### src/rtl/tone_pkg.sv
package tone_pkg;
  parameter int SMP_W = 16;
  parameter int N_GEN = 2;
endpackage

### src/rtl/tone_rst_sync.sv
module tone_rst_sync (
  input  logic clk,
  input  logic rst_n_in,
  output logic rst_n_out
);
  logic [1:0] sync_q;

  always_ff @(posedge clk or negedge rst_n_in) begin
    if (!rst_n_in) sync_q <= 2'b00;
    else           sync_q <= {sync_q[0], 1'b1};
  end

  assign rst_n_out = sync_q[1];
endmodule

### src/rtl/tone_coef_regs.sv
module tone_coef_regs #(
  parameter int W    = 16,
  parameter int NGEN = 2,
  parameter int SELW = 1
) (
  input  logic                     clk,
  input  logic                     rst_n,
  input  logic                     wr_en,
  input  logic [SELW-1:0]          wr_sel,
  input  logic [W-1:0]             wr_freq,
  input  logic [W-1:0]             wr_amp,
  output logic [NGEN-1:0][W-1:0]   freq_o,
  output logic [NGEN-1:0][W-1:0]   amp_o
);
  for (genvar g = 0; g < NGEN; g++) begin : g_slot
    logic           hit;
    logic [W-1:0]   f_d, a_d;

    assign hit = wr_en && (wr_sel == SELW'(g));

    always_comb begin
      f_d = freq_o[g];
      a_d = amp_o[g];
      if (hit) begin
        f_d = wr_freq;
        a_d = wr_amp;
      end
    end

    always_ff @(posedge clk or negedge rst_n) begin
      if (!rst_n) begin
        freq_o[g] <= '0;
        amp_o[g]  <= '0;
      end else begin
        freq_o[g] <= f_d;
        amp_o[g]  <= a_d;
      end
    end
  end
endmodule

### src/rtl/tone_resonator.sv
module tone_resonator #(
  parameter int W = 16
) (
  input  logic                clk,
  input  logic                rst_n,
  input  logic                stb,
  input  logic                en,
  input  logic signed [W-1:0] c_in,
  input  logic signed [W-1:0] a_in,
  output logic signed [W-1:0] y_now
);
  localparam int PW = 2*W + 1;
  localparam int SH = W - 2;
  localparam logic signed [PW-1:0] BIAS = PW'(1) <<< (SH - 1);
  localparam logic signed [PW-1:0] MAXV = PW'((2**(W-1)) - 1);
  localparam logic signed [PW-1:0] MINV = -(PW'(2**(W-1)));

  logic signed [W-1:0]  c_q, y1_q, y2_q, c_d, y1_d, y2_d;
  logic                 run_q, run_d;
  logic signed [PW-1:0] prod, rnd, diff;
  logic signed [W-1:0]  y_rec;

  // 2*c*y1 / 2^15 with rounding equals (c*y1 + 2^13) >>> 14
  always_comb begin
    prod = PW'(c_q) * PW'(y1_q);
    rnd  = (prod + BIAS) >>> SH;
    diff = rnd - PW'(y2_q);
    if (diff > MAXV)      y_rec = MAXV[W-1:0];
    else if (diff < MINV) y_rec = MINV[W-1:0];
    else                  y_rec = diff[W-1:0];
  end

  always_comb begin
    if (!en)        y_now = '0;
    else if (!run_q) y_now = a_in;
    else            y_now = y_rec;
  end

  always_comb begin
    run_d = run_q;
    c_d   = c_q;
    y1_d  = y1_q;
    y2_d  = y2_q;
    if (stb) begin
      run_d = en;
      if (en && !run_q) begin
        c_d  = c_in;
        y1_d = a_in;
        y2_d = '0;
      end else if (en) begin
        y1_d = y_rec;
        y2_d = y1_q;
      end
    end
  end

  always_ff @(posedge clk or negedge rst_n) begin
    if (!rst_n) begin
      run_q <= 1'b0;
      c_q   <= '0;
      y1_q  <= '0;
      y2_q  <= '0;
    end else begin
      run_q <= run_d;
      c_q   <= c_d;
      y1_q  <= y1_d;
      y2_q  <= y2_d;
    end
  end
endmodule

### src/rtl/tone_mixer.sv
module tone_mixer #(
  parameter int W    = 16,
  parameter int NGEN = 2
) (
  input  logic                   clk,
  input  logic                   rst_n,
  input  logic                   stb,
  input  logic [NGEN-1:0][W-1:0] tones,
  output logic signed [W-1:0]    sample,
  output logic                   sample_vld
);
  localparam int SW = W + $clog2(NGEN) + 1;
  localparam logic signed [SW-1:0] MAXV = SW'((2**(W-1)) - 1);
  localparam logic signed [SW-1:0] MINV = -(SW'(2**(W-1)));

  logic signed [SW-1:0] acc;
  logic signed [W-1:0]  sat, sample_d;
  logic                 vld_d;

  always_comb begin
    acc = '0;
    for (int i = 0; i < NGEN; i++) acc = acc + SW'($signed(tones[i]));
    if (acc > MAXV)      sat = MAXV[W-1:0];
    else if (acc < MINV) sat = MINV[W-1:0];
    else                 sat = acc[W-1:0];
  end

  always_comb begin
    vld_d    = stb;
    sample_d = stb ? sat : sample;
  end

  always_ff @(posedge clk or negedge rst_n) begin
    if (!rst_n) begin
      sample     <= '0;
      sample_vld <= 1'b0;
    end else begin
      sample     <= sample_d;
      sample_vld <= vld_d;
    end
  end
endmodule

### src/rtl/tone_pair_gen.sv
module tone_pair_gen #(
  parameter int W    = tone_pkg::SMP_W,
  parameter int NGEN = tone_pkg::N_GEN,
  localparam int SELW = (NGEN > 1) ? $clog2(NGEN) : 1
) (
  input  logic                clk,
  input  logic                rst_n,
  input  logic                smp_stb,
  input  logic [NGEN-1:0]     en,
  input  logic                wr_en,
  input  logic [SELW-1:0]     wr_sel,
  input  logic [W-1:0]        wr_freq,
  input  logic [W-1:0]        wr_amp,
  output logic signed [W-1:0] sample,
  output logic                sample_vld
);
  logic                   rst_n_s;
  logic [NGEN-1:0][W-1:0] freq_r, amp_r, tone_v;

  tone_rst_sync u_rst (
    .clk       (clk),
    .rst_n_in  (rst_n),
    .rst_n_out (rst_n_s)
  );

  tone_coef_regs #(.W(W), .NGEN(NGEN), .SELW(SELW)) u_coef (
    .clk     (clk),
    .rst_n   (rst_n_s),
    .wr_en   (wr_en),
    .wr_sel  (wr_sel),
    .wr_freq (wr_freq),
    .wr_amp  (wr_amp),
    .freq_o  (freq_r),
    .amp_o   (amp_r)
  );

  for (genvar g = 0; g < NGEN; g++) begin : g_osc
    logic signed [W-1:0] y_g;

    tone_resonator #(.W(W)) u_res (
      .clk   (clk),
      .rst_n (rst_n_s),
      .stb   (smp_stb),
      .en    (en[g]),
      .c_in  ($signed(freq_r[g])),
      .a_in  ($signed(amp_r[g])),
      .y_now (y_g)
    );

    assign tone_v[g] = y_g;
  end

  tone_mixer #(.W(W), .NGEN(NGEN)) u_mix (
    .clk        (clk),
    .rst_n      (rst_n_s),
    .stb        (smp_stb),
    .tones      (tone_v),
    .sample     (sample),
    .sample_vld (sample_vld)
  );
endmodule

### config.mk
export PLATFORM = sky130hd
export DESIGN_NAME = tone_pair_gen
export DESIGN_NICKNAME = d
export VERILOG_FILES = /design/src/rtl/tone_pkg.sv /design/src/rtl/tone_rst_sync.sv /design/src/rtl/tone_coef_regs.sv /design/src/rtl/tone_resonator.sv /design/src/rtl/tone_mixer.sv /design/src/rtl/tone_pair_gen.sv
export SDC_FILE = /design/constraint.sdc
export NUM_CORES = 2
export LEC_CHECK = 0
export BUFFER_PORTS_ARGS = -buffer_cell sky130_fd_sc_hd__buf_2
export CAP_MARGIN = 20
export CORE_ASPECT_RATIO = 0.8
export CORE_MARGIN = 10
export CORE_UTILIZATION = 65
export CTS_CLUSTER_SIZE = 40
export DETAILED_ROUTE_END_ITERATION = 10
export PLACE_DENSITY = 0.82
export SLEW_MARGIN = 5
export SYNTH_ARGS = -nofsm -noshare
export SYNTH_HDL_FRONTEND = slang
export SYNTH_SLANG_ARGS = --single-unit
### constraint.sdc
create_clock -name clk -period 6.8 [get_ports clk]
set_input_delay 1.36 -clock clk [delete_from_list [all_inputs] [get_ports clk]]
set_output_delay 1.36 -clock clk [all_outputs]
set_load 0.005 [all_outputs]
==> results.env <==
DRT_ITER0_DRC=2536
FLOORPLAN.INITIALDENSITY_PCT=66.0
ARRIVAL_NS=11.01
POSTROUTEWIRELENGTH_UM=92400
MAX_CAP_VIOLATIONS=0
SLEW_HEADROOM_PCT=22.7
FIRSTDRTPASSITERS=6
SETUP_VIOL_COUNT_FINAL=48
BUFFER_PORTS.INSERTED=55
CLK_TREE_ROOT_CELL='clkbuf_16'
POST-DP-HPWL_UM=69100
DESIGN.DIE.AREA_UM2=54200
SYN_AREA_UM2=29400
SYNTH_ENABLE_FLOP_CELLS=0
SYNTH.FF_LATCH_COUNT=181
PLACEDINSTANCEAREA_UM2=34000
FINAL_NET_COUNT=4452
TRITONCTS_CLOCK_TREE='done'
RATIO_OF_ROUTED_VIAS_TO_STANDARD_CELLS=5.95
DP_SLACK_NS=-4.03
FINAL_AREA_UM2=36900
CLOCK-SKEW-FINAL_NS=0.0131
FINAL_COMMON_CELL='inv_1'
HOLD_WS_NS=0.277
CTS_MAX_LEVEL=4
VIOLATIONS='setup timing'
MOST-COMMON-LAYOUT-CELLS='619 x inv_1, 526 x buf_4, 514 x fa_1, 324 x nand2_1, 218 x and2_1'
BOUNDARYPINS=56
STATUS='complete, but fails checks'
CRITPATHMAXSTAGEDELAY_NS=0.55
CTS_MADE_BUFFERS=17
FINAL_MIN_PERIOD_OVER_CLOCK_PERIOD_PCT=157
GLOBALPLACE.CONGESTION=1.01
SYNTH.AVG_CELL_AREA_UM2=9.37
FINAL_LAYOUT_SIZE_SUFFIX_GT1_SHARE_PCT=29.0
FINAL_PERIOD_MINUS_WORST_SETUP_SLACK_NS=10.66
AREA.GROWTH.SYNTH_TO_FINAL_PCT=25.6
YOSYSWARNINGCOUNT=0
GRT_SETUP_UNREPAIRED='true'
PLACEABLECOREAREA_UM2=44500
MAX_BUFFERS_ROOT_TO_SINK=2
TRITONCTS_NUM_SINKS=181
VIAS=25500
CP_MAX_FO=5
SYNTH_SEQ_AREA_SHARE_PCT=15.4
DRCVIOLATIONCOUNT=0
LAYOUTNONFILLERINSTCOUNT=4284
GLOBALROUTE.TOTALOVERFLOW=0
POST-ROUTE-WORST-SETUP-SLACK_NS=-3.86
ASYNC_SET_RESET_FLOP_SHARE_OUT_OF_SYNTHESIS_PCT=100
SYNTHFLOPTYPE='dfrtp_1'
NFILLCELLS=2488
DRV_SLEW=0
WORST_MIN_PATH_CLASS='reg -> async'
GRT_MAX_DEGREE=153
DIE_HEIGHT_UM=210
PLACEMENTROWS=69
TIMING.CRITICAL_PATH.TO_TYPE='flop'
SYN-NUM-NETS=3923
ROUTEDWLPERCELL_UM=21.6
POSTSYNTHCELLCOUNT=3137
WORST_SKEW_PAIR.LATE_LATENCY_NS=0.46
MAX_SLEW.WORST_PIN.SLEW_NS=1.16
CPMAXSTAGEDELAYCELL='fa_1'
WORST-SETUP-PATH-TYPE='reg -> reg'
GLOBALROUTETOTALUTIL_PCT=33.0
CRITICAL_PATH_REQUIRED_NS=7.15
WIRE_LENGTH_OF_THE_FIRST_GLOBAL_ROUTING_PASS_UM=143000
GRT_PASS1_VIAS=27200
FLOORPLAN.DIE.WIDTH_UM=258
FINAL_HOLD_VIOL_COUNT=0
PLACED_CELLS_INCL_TAPS=4158
SYNTH_CELL_TYPES=71
GRT_ANTENNA_BEFORE_REPAIR=3
CLKTRANSATPATHREGS_NS=0.07
CTS_HOLD_REPAIR.BUFFERS=0
FMAX_MHz=93.8
START_KIND='flop'
DETAIL-ROUTE-ANTENNA-NETS=0
==> layout make-up <==
| class | instances | area [um2] | area share (%) |
|---|---|---|---|
| Antenna cell | 2 | 5.00 | 0.0136 |
| Sequential cell | 181 | 4560 | 12.4 |
| Multi-Input combinational cell | 2192 | 23600 | 63.8 |
| Clock inverter | 9 | 119 | 0.322 |
| Clock buffer | 23 | 488 | 1.32 |
| Tap cell | 603 | 754 | 2.04 |
| Timing Repair Buffer | 643 | 5040 | 13.7 |
| Inverter | 631 | 2370 | 6.43 |
==> logic make-up after synthesis <==
logic type	count (synthesis)	synth area share, %
flip-flops	181	15.4
XOR/XNOR	85	2.53
buffers and inverters	765	9.81
multiplexers	104	3.97
AO/OA/AOI/OAI	420	8.98
AND/OR/NAND/NOR	834	13.7
other	1	0.0128
adder cells (fa/ha/maj)	747	45.5
==> registers in the layout, summed over array words and instances (netlist names) <==
name	count
g_osc.u_res.c_q	32
g_osc.u_res.run_q	2
g_osc.u_res.y1_q	32
g_osc.u_res.y2_q	32
u_coef.amp_o	32
u_coef.freq_o	32
u_mix.sample	16
u_mix.sample_vld	1
u_rst.sync_q	2
==> metrics by stage <==
step	TNS (ns)	utilization (%)
3_3_place_gp	-115.18	76.4
6_report	-119.44	82.8
3_5_place_dp	-122.88	76.4
2_1_floorplan	-74.14	-
4_1_cts	-108.42	80.4
5_1_grt	-129.05	82.8
==> final timing paths <==
path	from	endpoint	slack (ns)	cells after the start
worst max register to register	g_osc[1].u_res.y1_q[5]$_DFFE_PN0P_	u_mix.sample[15]$_DFFE_PN0P_	-3.86	44
max in group asynchronous	u_rst.sync_q[1]$_DFF_PN0_	g_osc[1].u_res.c_q[9]$_DFFE_PN0P_	5.20	1
min in group clk	u_rst.sync_q[0]$_DFF_PN0_	u_rst.sync_q[1]$_DFF_PN0_	0.36	0
worst min-delay path	u_rst.sync_q[1]$_DFF_PN0_	g_osc[0].u_res.y2_q[15]$_DFFE_PN0P_	0.28	0
worst max-delay path	g_osc[1].u_res.y1_q[5]$_DFFE_PN0P_	u_mix.sample[15]$_DFFE_PN0P_	-3.86	44
worst min register to register	u_rst.sync_q[1]$_DFF_PN0_	g_osc[0].u_res.y2_q[15]$_DFFE_PN0P_	0.28	0
==> worst max-delay path: cells and delay by family, from the launching register on <==
family	cells	cell delay [ns]
mux	1	0.26
simple gates	8	1.37
flops	1	0.50
fa+ha+maj	10	3.95
compound gates	16	3.54
buf+inv	9	0.93
==> layer usage <==
| metal | track usage (%) | vias up | share of wire, % |
|---|---|---|---|
| met5 | 0.179 | - | 0.011 |
| met4 | 8.71 | 2 | 3.2 |
| met3 | 8.07 | 307 | 11 |
| met2 | 51.1 | 1632 | 46 |
| met1 | 46.1 | 12800 | 40 |
| li1 | - | 10800 | - |
==> Yosys cell counts, drive strengths merged (7+ instances only) <==
cell / number / area, um2
a211oi: 26 / 195
a21o: 33 / 248
a21oi: 93 / 469
a22oi: 7 / 52.6
a31oi: 22 / 144
and2: 232 / 1450
and3: 10 / 62.6
buf: 18 / 77.6
clkbuf: 116 / 435
dfrtp: 181 / 4530
fa: 537 / 10800
ha: 210 / 2630
inv: 631 / 2370
mux2: 101 / 1140
nand2: 345 / 1300
nand2b: 19 / 119
nand3: 48 / 253
nand4: 7 / 43.8
nor2: 116 / 435
nor2b: 9 / 56.3
nor3: 16 / 80.1
nor4: 7 / 43.8
o211ai: 9 / 67.6
o21a: 22 / 165
o21ai: 130 / 651
o21bai: 10 / 75.1
o22ai: 20 / 125
or3: 11 / 73.8
xnor2: 64 / 561
xor2: 21 / 184
==> timing repair <==
item,in CTS,in global routing
cloned,2,0
pin swaps,72,106
gates resized for setup,192,170
endpoints found under the setup margin,48,48
buffers inserted,54,39
Power is left out: the tool's default activity adds up to more than one toggle a clock period on the data nets, which glitch-free logic cannot reach.
